## src/rtl/tile_fill_engine.sv

```systemverilog
module tile_fill_engine #(
  parameter int CW  = 16,
  parameter int AW  = 32,
  parameter int PAW = 14
) (
  input  logic           clk,
  input  logic           rst_n,
  input  logic           start,
  input  logic [CW-1:0]  dst_x,
  input  logic [CW-1:0]  dst_y,
  input  logic [CW-1:0]  width,
  input  logic [CW-1:0]  height,
  input  logic [AW-1:0]  dst_base,
  input  logic [CW-1:0]  dst_stride,
  input  logic [CW-1:0]  pat_xmask,
  input  logic [CW-1:0]  pat_ymask,
  input  logic [CW-1:0]  pat_stride,
  output logic [PAW-1:0] pat_raddr,
  input  logic [31:0]    pat_rdata,
  output logic           wr_en,
  output logic [AW-1:0]  wr_addr,
  output logic [31:0]    wr_data,
  output logic [3:0]     wr_strb,
  output logic           busy,
  output logic           done
);
  typedef enum logic [1:0] {K_NONE, K_BYTE, K_PRIME, K_WORD} kind_t;

  logic [CW-1:0] x_q, y_q, w_q, h_q, stride_q, xm_q, ym_q, ps_q, r_q, i_q;
  logic [AW-1:0] a_q, rowa_q, s1_addr;
  logic          primed_q, busy_q, done_q;
  kind_t         s1_kind, issue;
  logic [1:0]    s1_sel;
  logic [31:0]   cur_q;

  logic [CW-1:0] rem, col, bi, bi4, prow;
  logic [AW-1:0] pbase, rd_byte, start_addr, next_row;
  logic          row_end, last_row, use_byte;
  logic [63:0]   funnel;
  logic [31:0]   lane_byte;

  assign rem      = w_q - i_q;
  assign row_end  = (rem == '0);
  assign last_row = ((r_q + CW'(1)) == h_q);
  assign use_byte = (a_q[1:0] != 2'b00) || (rem < CW'(4));

  always_comb begin
    issue = K_NONE;
    if (busy_q && !row_end)
      issue = use_byte ? K_BYTE : (primed_q ? K_WORD : K_PRIME);
  end

  assign col     = x_q + i_q;
  assign bi      = col & xm_q;
  assign bi4     = (col + CW'(4)) & xm_q;
  assign prow    = (y_q + r_q) & ym_q;
  assign pbase   = AW'(prow) * AW'(ps_q);
  assign rd_byte = pbase + AW'((issue == K_WORD) ? bi4 : bi);
  assign pat_raddr = rd_byte[PAW+1:2];

  assign start_addr = dst_base + AW'(dst_y) * AW'(dst_stride) + AW'(dst_x);
  assign next_row   = rowa_q + AW'(stride_q);

  always_ff @(posedge clk) begin
    if (!rst_n) begin
      busy_q <= 1'b0;  done_q <= 1'b0;  primed_q <= 1'b0;
      s1_kind <= K_NONE;  s1_addr <= '0;  s1_sel <= '0;  cur_q <= '0;
      x_q <= '0; y_q <= '0; w_q <= '0; h_q <= '0; stride_q <= '0;
      xm_q <= '0; ym_q <= '0; ps_q <= '0; r_q <= '0; i_q <= '0;
      a_q <= '0; rowa_q <= '0;
    end else begin
      done_q  <= 1'b0;
      s1_kind <= issue;
      s1_addr <= a_q;
      s1_sel  <= bi[1:0];
      if (s1_kind == K_PRIME || s1_kind == K_WORD) cur_q <= pat_rdata;
      if (!busy_q) begin
        if (start) begin
          x_q <= dst_x;  y_q <= dst_y;  w_q <= width;  h_q <= height;
          stride_q <= dst_stride;  xm_q <= pat_xmask;  ym_q <= pat_ymask;
          ps_q <= pat_stride;
          r_q <= '0;  i_q <= '0;  primed_q <= 1'b0;
          a_q <= start_addr;  rowa_q <= start_addr;
          if (width == '0 || height == '0) done_q <= 1'b1;
          else                              busy_q <= 1'b1;
        end
      end else begin
        unique case (issue)
          K_BYTE:  begin i_q <= i_q + CW'(1); a_q <= a_q + AW'(1); end
          K_PRIME: primed_q <= 1'b1;
          K_WORD:  begin i_q <= i_q + CW'(4); a_q <= a_q + AW'(4); end
          default: begin
            if (last_row) begin
              busy_q <= 1'b0;
              done_q <= 1'b1;
            end else begin
              r_q <= r_q + CW'(1);  i_q <= '0;  primed_q <= 1'b0;
              rowa_q <= next_row;  a_q <= next_row;
            end
          end
        endcase
      end
    end
  end

  assign funnel    = {pat_rdata, cur_q} >> {s1_sel, 3'b000};
  assign lane_byte = pat_rdata >> {s1_sel, 3'b000};

  assign wr_en   = (s1_kind == K_BYTE) || (s1_kind == K_WORD);
  assign wr_addr = {s1_addr[AW-1:2], 2'b00};
  assign wr_data = (s1_kind == K_WORD) ? funnel[31:0] : {4{lane_byte[7:0]}};
  assign wr_strb = (s1_kind == K_WORD) ? 4'hF
                 : (wr_en ? (4'b0001 << s1_addr[1:0]) : 4'h0);
  assign busy = busy_q;
  assign done = done_q;
endmodule

```

## config.mk

```make
export PLATFORM = sky130hd
export DESIGN_NAME = tile_fill_engine
export DESIGN_NICKNAME = d
export VERILOG_FILES = /design/src/rtl/tile_fill_engine.sv
export SDC_FILE = /design/constraint.sdc
export NUM_CORES = 2
export LEC_CHECK = 0
export CORE_ASPECT_RATIO = 0.75
export CORE_MARGIN = 8
export CORE_UTILIZATION = 45
export DETAILED_ROUTE_END_ITERATION = 8
export MAX_ROUTING_LAYER = met4
export PLACE_DENSITY = 0.76
export SLEW_MARGIN = 20
export SYNTH_ARGS = -nofsm -noshare
export SYNTH_HDL_FRONTEND = slang
export SYNTH_SLANG_ARGS = --single-unit
```

## constraint.sdc

```tcl
create_clock -name clk -period 15.1 [get_ports clk]
set_input_delay 4.53 -clock clk [delete_from_list [all_inputs] [get_ports clk]]
set_output_delay 4.53 -clock clk [all_outputs]
set_load 0.01 [all_outputs]
```

==> reports/metrics.cfg <==
[outcome]
status = finished, final reports clean

[cells_and_area]
multi_input_area_sq_mm = 0.02243
fillers = 6387
nNetsFinal = 4710
fin_cells = 4878
final_layout_size_suffix_gt1_share_pct = 3.717
fin_util_pct = 51.65
seq_area_sq_mm = 0.005911
area_growth_pct = 13.51

[worst_setup_path]
rr_endpoint = i_q[12]
cp-start-kind = register
r2r_start = i_q[8]
critPathKind = register to output pin
critPathCaptureType = output pin
worst_path_largest_cell_delay_ns = 0.62
worst_path_max_delay_cell = mux2i_1
rrSetupSlack_ns = 10.05
ff2ff_path_depth = 14
cp_common_cell = inv_1
cp.required_ns = 10.57
cp_max_fo = 11
cp_data_arrival_time_ns = 9.59

[min_path]
min_to = ym_q[1]
whs_path_depth = 2
hold_path.class = register to register
timing.hold.worst.start = ym_q[1]

[pwr]
leakagePower_nw = 15.60
power_density_mw_per_mm2 = 175.8
vdd_drop_max_v = 0.0003410

[synthesis]
synthCells = 3851
synth_cell_types = 83
synth_xor_area_share_pct = 4.542
synthAdderAreaFrac_pct = 30.39
synthArstFlopShare_pct = 0
synth-edff-count = 0
syn_avg_cell_area_sq_um = 8.098
synthMuxAreaShare_pct = 3.462
ys_seq_area_share_pct = 18.94
synth_seq_cells = 295
synthSimpleGateAreaFrac_pct = 19.89
ys_warn_count = 0
synth_compound_area_share_pct = 13.51
synth_top_family_by_area = adder cells
netlist_area_sq_mm = 0.03119
dominantRegCellSynth = dfxtp_1

[cts]
htree_num_levels = 2
cts-root-buf = clkbuf_16
cts_tree = built
holdBufCountCts = 0
clock_path_buffers = 3
cts_post_setup_buffers_inserted = 0
cts-resized-gates = 0
numClockSinks = 295
path_clk_slew_ns = 0.06
clk_latency_ns = 0.56
cts_buffers = 34

[run]
max_cap_viol_count = 0

[floorplan]
ios = 280
fp.dieW_microns = 320.0
core_sq_mm = 0.06854
die_y_microns = 244.0
rows = 83
die-area_sq_mm = 0.07807
start_util_pct = 45.50

[routing]
drt_iter0_drc = 2595
ant_nets = 0
drc = 0
wl_met2_microns = 38510
drt_wl_total_microns = 95030
wl_per_cell_microns = 19.48
dr.pass1.iters = 6
wl_met3_microns = 9524
drt-vias-per-instance = 5.548
top_layer_used = met4
wl_met1_microns = 45100
vias = 27061

[timing]
worst_pin_slew_ns = 1.172
slew_violations = 0
fin_crit_ns = 14.12
finalHoldViolations = 0
slew_headroom_pct = 21.62
rsz0062_at_grt = no
setup_viol = 0
finalCritPeriodShare_pct = 93.51
fmax_mhz = 70.82
clock_skew_ns = 0.03086
setup_tns_ns = 0

[global_routing]
grt_pass1_vias = 25917
grt_max_degree = 128
grt_usage_pct = 24.33
overflow = 0
antenna_found_initial = 3
grt_pass1_wl_microns = 148900

[placement]
routabilityCongestion = 0.9795
place_inst = 4817
numPortBuffers = 277
hpwl_microns = 73470

-- power breakdown --
| group | internal, mW | switching [mW] |
|---|---|---|
| clock | 0.475 | 0.353 |
| combinational | 1.74 | 2.68 |
| sequential | 0.875 | 0.0994 |
-- cell usage after synthesis, drive strengths merged, types with 5 or more instances --
| cell | number | area (sq um) |
|---|---|---|
| mux4 | 19 | 427.9 |
| nor3 | 49 | 250.2 |
| nor3b | 9 | 67.56 |
| nand3 | 71 | 355.3 |
| o21bai | 15 | 112.6 |
| a31oi | 29 | 181.4 |
| o21ai | 125 | 629.4 |
| a21boi | 5 | 37.53 |
| dfxtp | 295 | 5906 |
| mux2i | 55 | 550.5 |
| nand2b | 14 | 87.58 |
| xnor3 | 5 | 112.6 |
| inv | 499 | 1873 |
| buf | 63 | 381.6 |
| nor2 | 179 | 674.4 |
| nor2b | 36 | 225.2 |
| a221oi | 6 | 58.80 |
| and4 | 7 | 61.31 |
| or4 | 5 | 37.54 |
| a21o | 27 | 202.7 |
| nand2 | 686 | 2577 |
| or2 | 5 | 31.28 |
| o2111ai | 5 | 43.79 |
| o31ai | 8 | 73.82 |
| a211oi | 29 | 217.7 |
| clkbuf | 169 | 634.4 |
| a41oi | 14 | 122.6 |
| or3 | 18 | 112.6 |
| xnor2 | 107 | 937.2 |
| and3 | 57 | 356.6 |
| o211ai | 16 | 120.1 |
| o221a | 5 | 56.30 |
| fa | 339 | 6787 |
| ha | 215 | 2690 |
| a311oi | 9 | 78.83 |
| a21oi | 314 | 1572 |
| mux2 | 9 | 101.4 |
| and2 | 166 | 1039 |
| nor4 | 22 | 137.6 |
| xor2 | 41 | 366.6 |
| nand4 | 18 | 112.6 |
| o21a | 28 | 211.5 |
| o31a | 5 | 43.79 |
| a211o | 11 | 96.34 |
-- worst max-delay path, delay by kind of cell, from the launching register on --
family	cells	cell delay, ns
buffers and inverters	7	1.06
and+or+nand+nor	3	0.71
adders and majority gates	6	2.73
muxes	1	0.62
xor gates and xnor gates	5	1.45
DFF	1	0.48
AOI/OAI and AO/OA	9	1.98
-- cells by family (layout without fill, tap and decap cells) --
| kind of cell | count (synthesis) | in the layout |
|---|---|---|
| other | 1 | 6 |
| flip-flops | 295 | 295 |
| XOR/XNOR | 153 | 153 |
| AND/OR/NAND/NOR | 1347 | 1347 |
| AO/OA/AOI/OAI | 687 | 687 |
| multiplexers | 83 | 83 |
| adder cells (fa/ha/maj) | 554 | 554 |
| buffers and inverters | 731 | 861 |
-- metrics by stage --
step | power [mW] | hold WS (ns) | area (sq um) | worst slack [ns]
after floorplan | 4.015 | 0.4315 | 31190 | 2.871
after global placement | 5.174 | 0.4448 | 34310 | 1.876
after detailed placement | 5.241 | 0.4503 | 34310 | 1.683
after CTS | 6.118 | 0.4586 | 35390 | 1.066
after global routing | 6.730 | 0.4802 | 35390 | 0.4676
final | 6.223 | 0.4561 | 35400 | 0.9806
-- registers in the layout, indices dropped and copies added, names as in the netlist, 16 cells and up --
signal / cells
a_q: 32
cur_q: 32
h_q: 16
i_q: 16
ps_q: 16
r_q: 16
rowa_q: 32
s1_addr: 32
stride_q: 16
w_q: 16
x_q: 16
xm_q: 16
y_q: 16
ym_q: 16
-- cell usage in the layout (no fill, tap or decap), types with 9 or more instances in the layout --
cell               n
nand2_1          684
inv_1            498
fa_1             339
a21oi_1          314
dfxtp_1          291
clkdlybuf4s50_1  276
ha_1             215
nor2_1           178
and2_1           165
o21ai_0          123
xnor2_1          107
nand3_1           71
and3_1            57
mux2i_1           55
nor3_1            48
xor2_1            40
nor2b_1           34
clkbuf_16         34
a31oi_1           29
a211oi_1          29
buf_4             28
a21o_1            27
o21a_1            27
nor4_1            22
mux4_2            19
or3_1             18
nand4_1           18
o211ai_1          16
o21bai_1          14
nand2b_1          14
a41oi_1           14
a211o_1           11
mux2_2             9
a311oi_1           9
-- worst max-delay path by stage --
stage / start / end / slack [ns] / cells past startpoint
after CTS: i_q[3] / pat_raddr[13] / 1.07 / 31
after floorplan: r_q[0] / pat_raddr[13] / 2.87 / 31
final: i_q[3] / pat_raddr[13] / 0.98 / 31
after detailed placement: i_q[3] / pat_raddr[13] / 1.68 / 31
after global routing: i_q[2] / pat_raddr[13] / 0.47 / 33
after global placement: i_q[3] / pat_raddr[13] / 1.88 / 29
-- layer usage --
layer	vias to the layer above	track usage [%]
met2	1246	33.12
met3	146	5.702
met4	0	5.286
li1	12734	-
met5	-	-
met1	12935	36.22
-- area by class of cell --
cell class,count,area share [%]
multi-input combinational,2826,63.35
sequential,295,16.70
timing repair buffer,305,8.412
inverter,499,5.305
tap,892,3.153
clock buffer,45,2.662
clock inverter,12,0.3888
antenna,4,0.02828
Note: power is estimated with default switching activity, not from simulation.
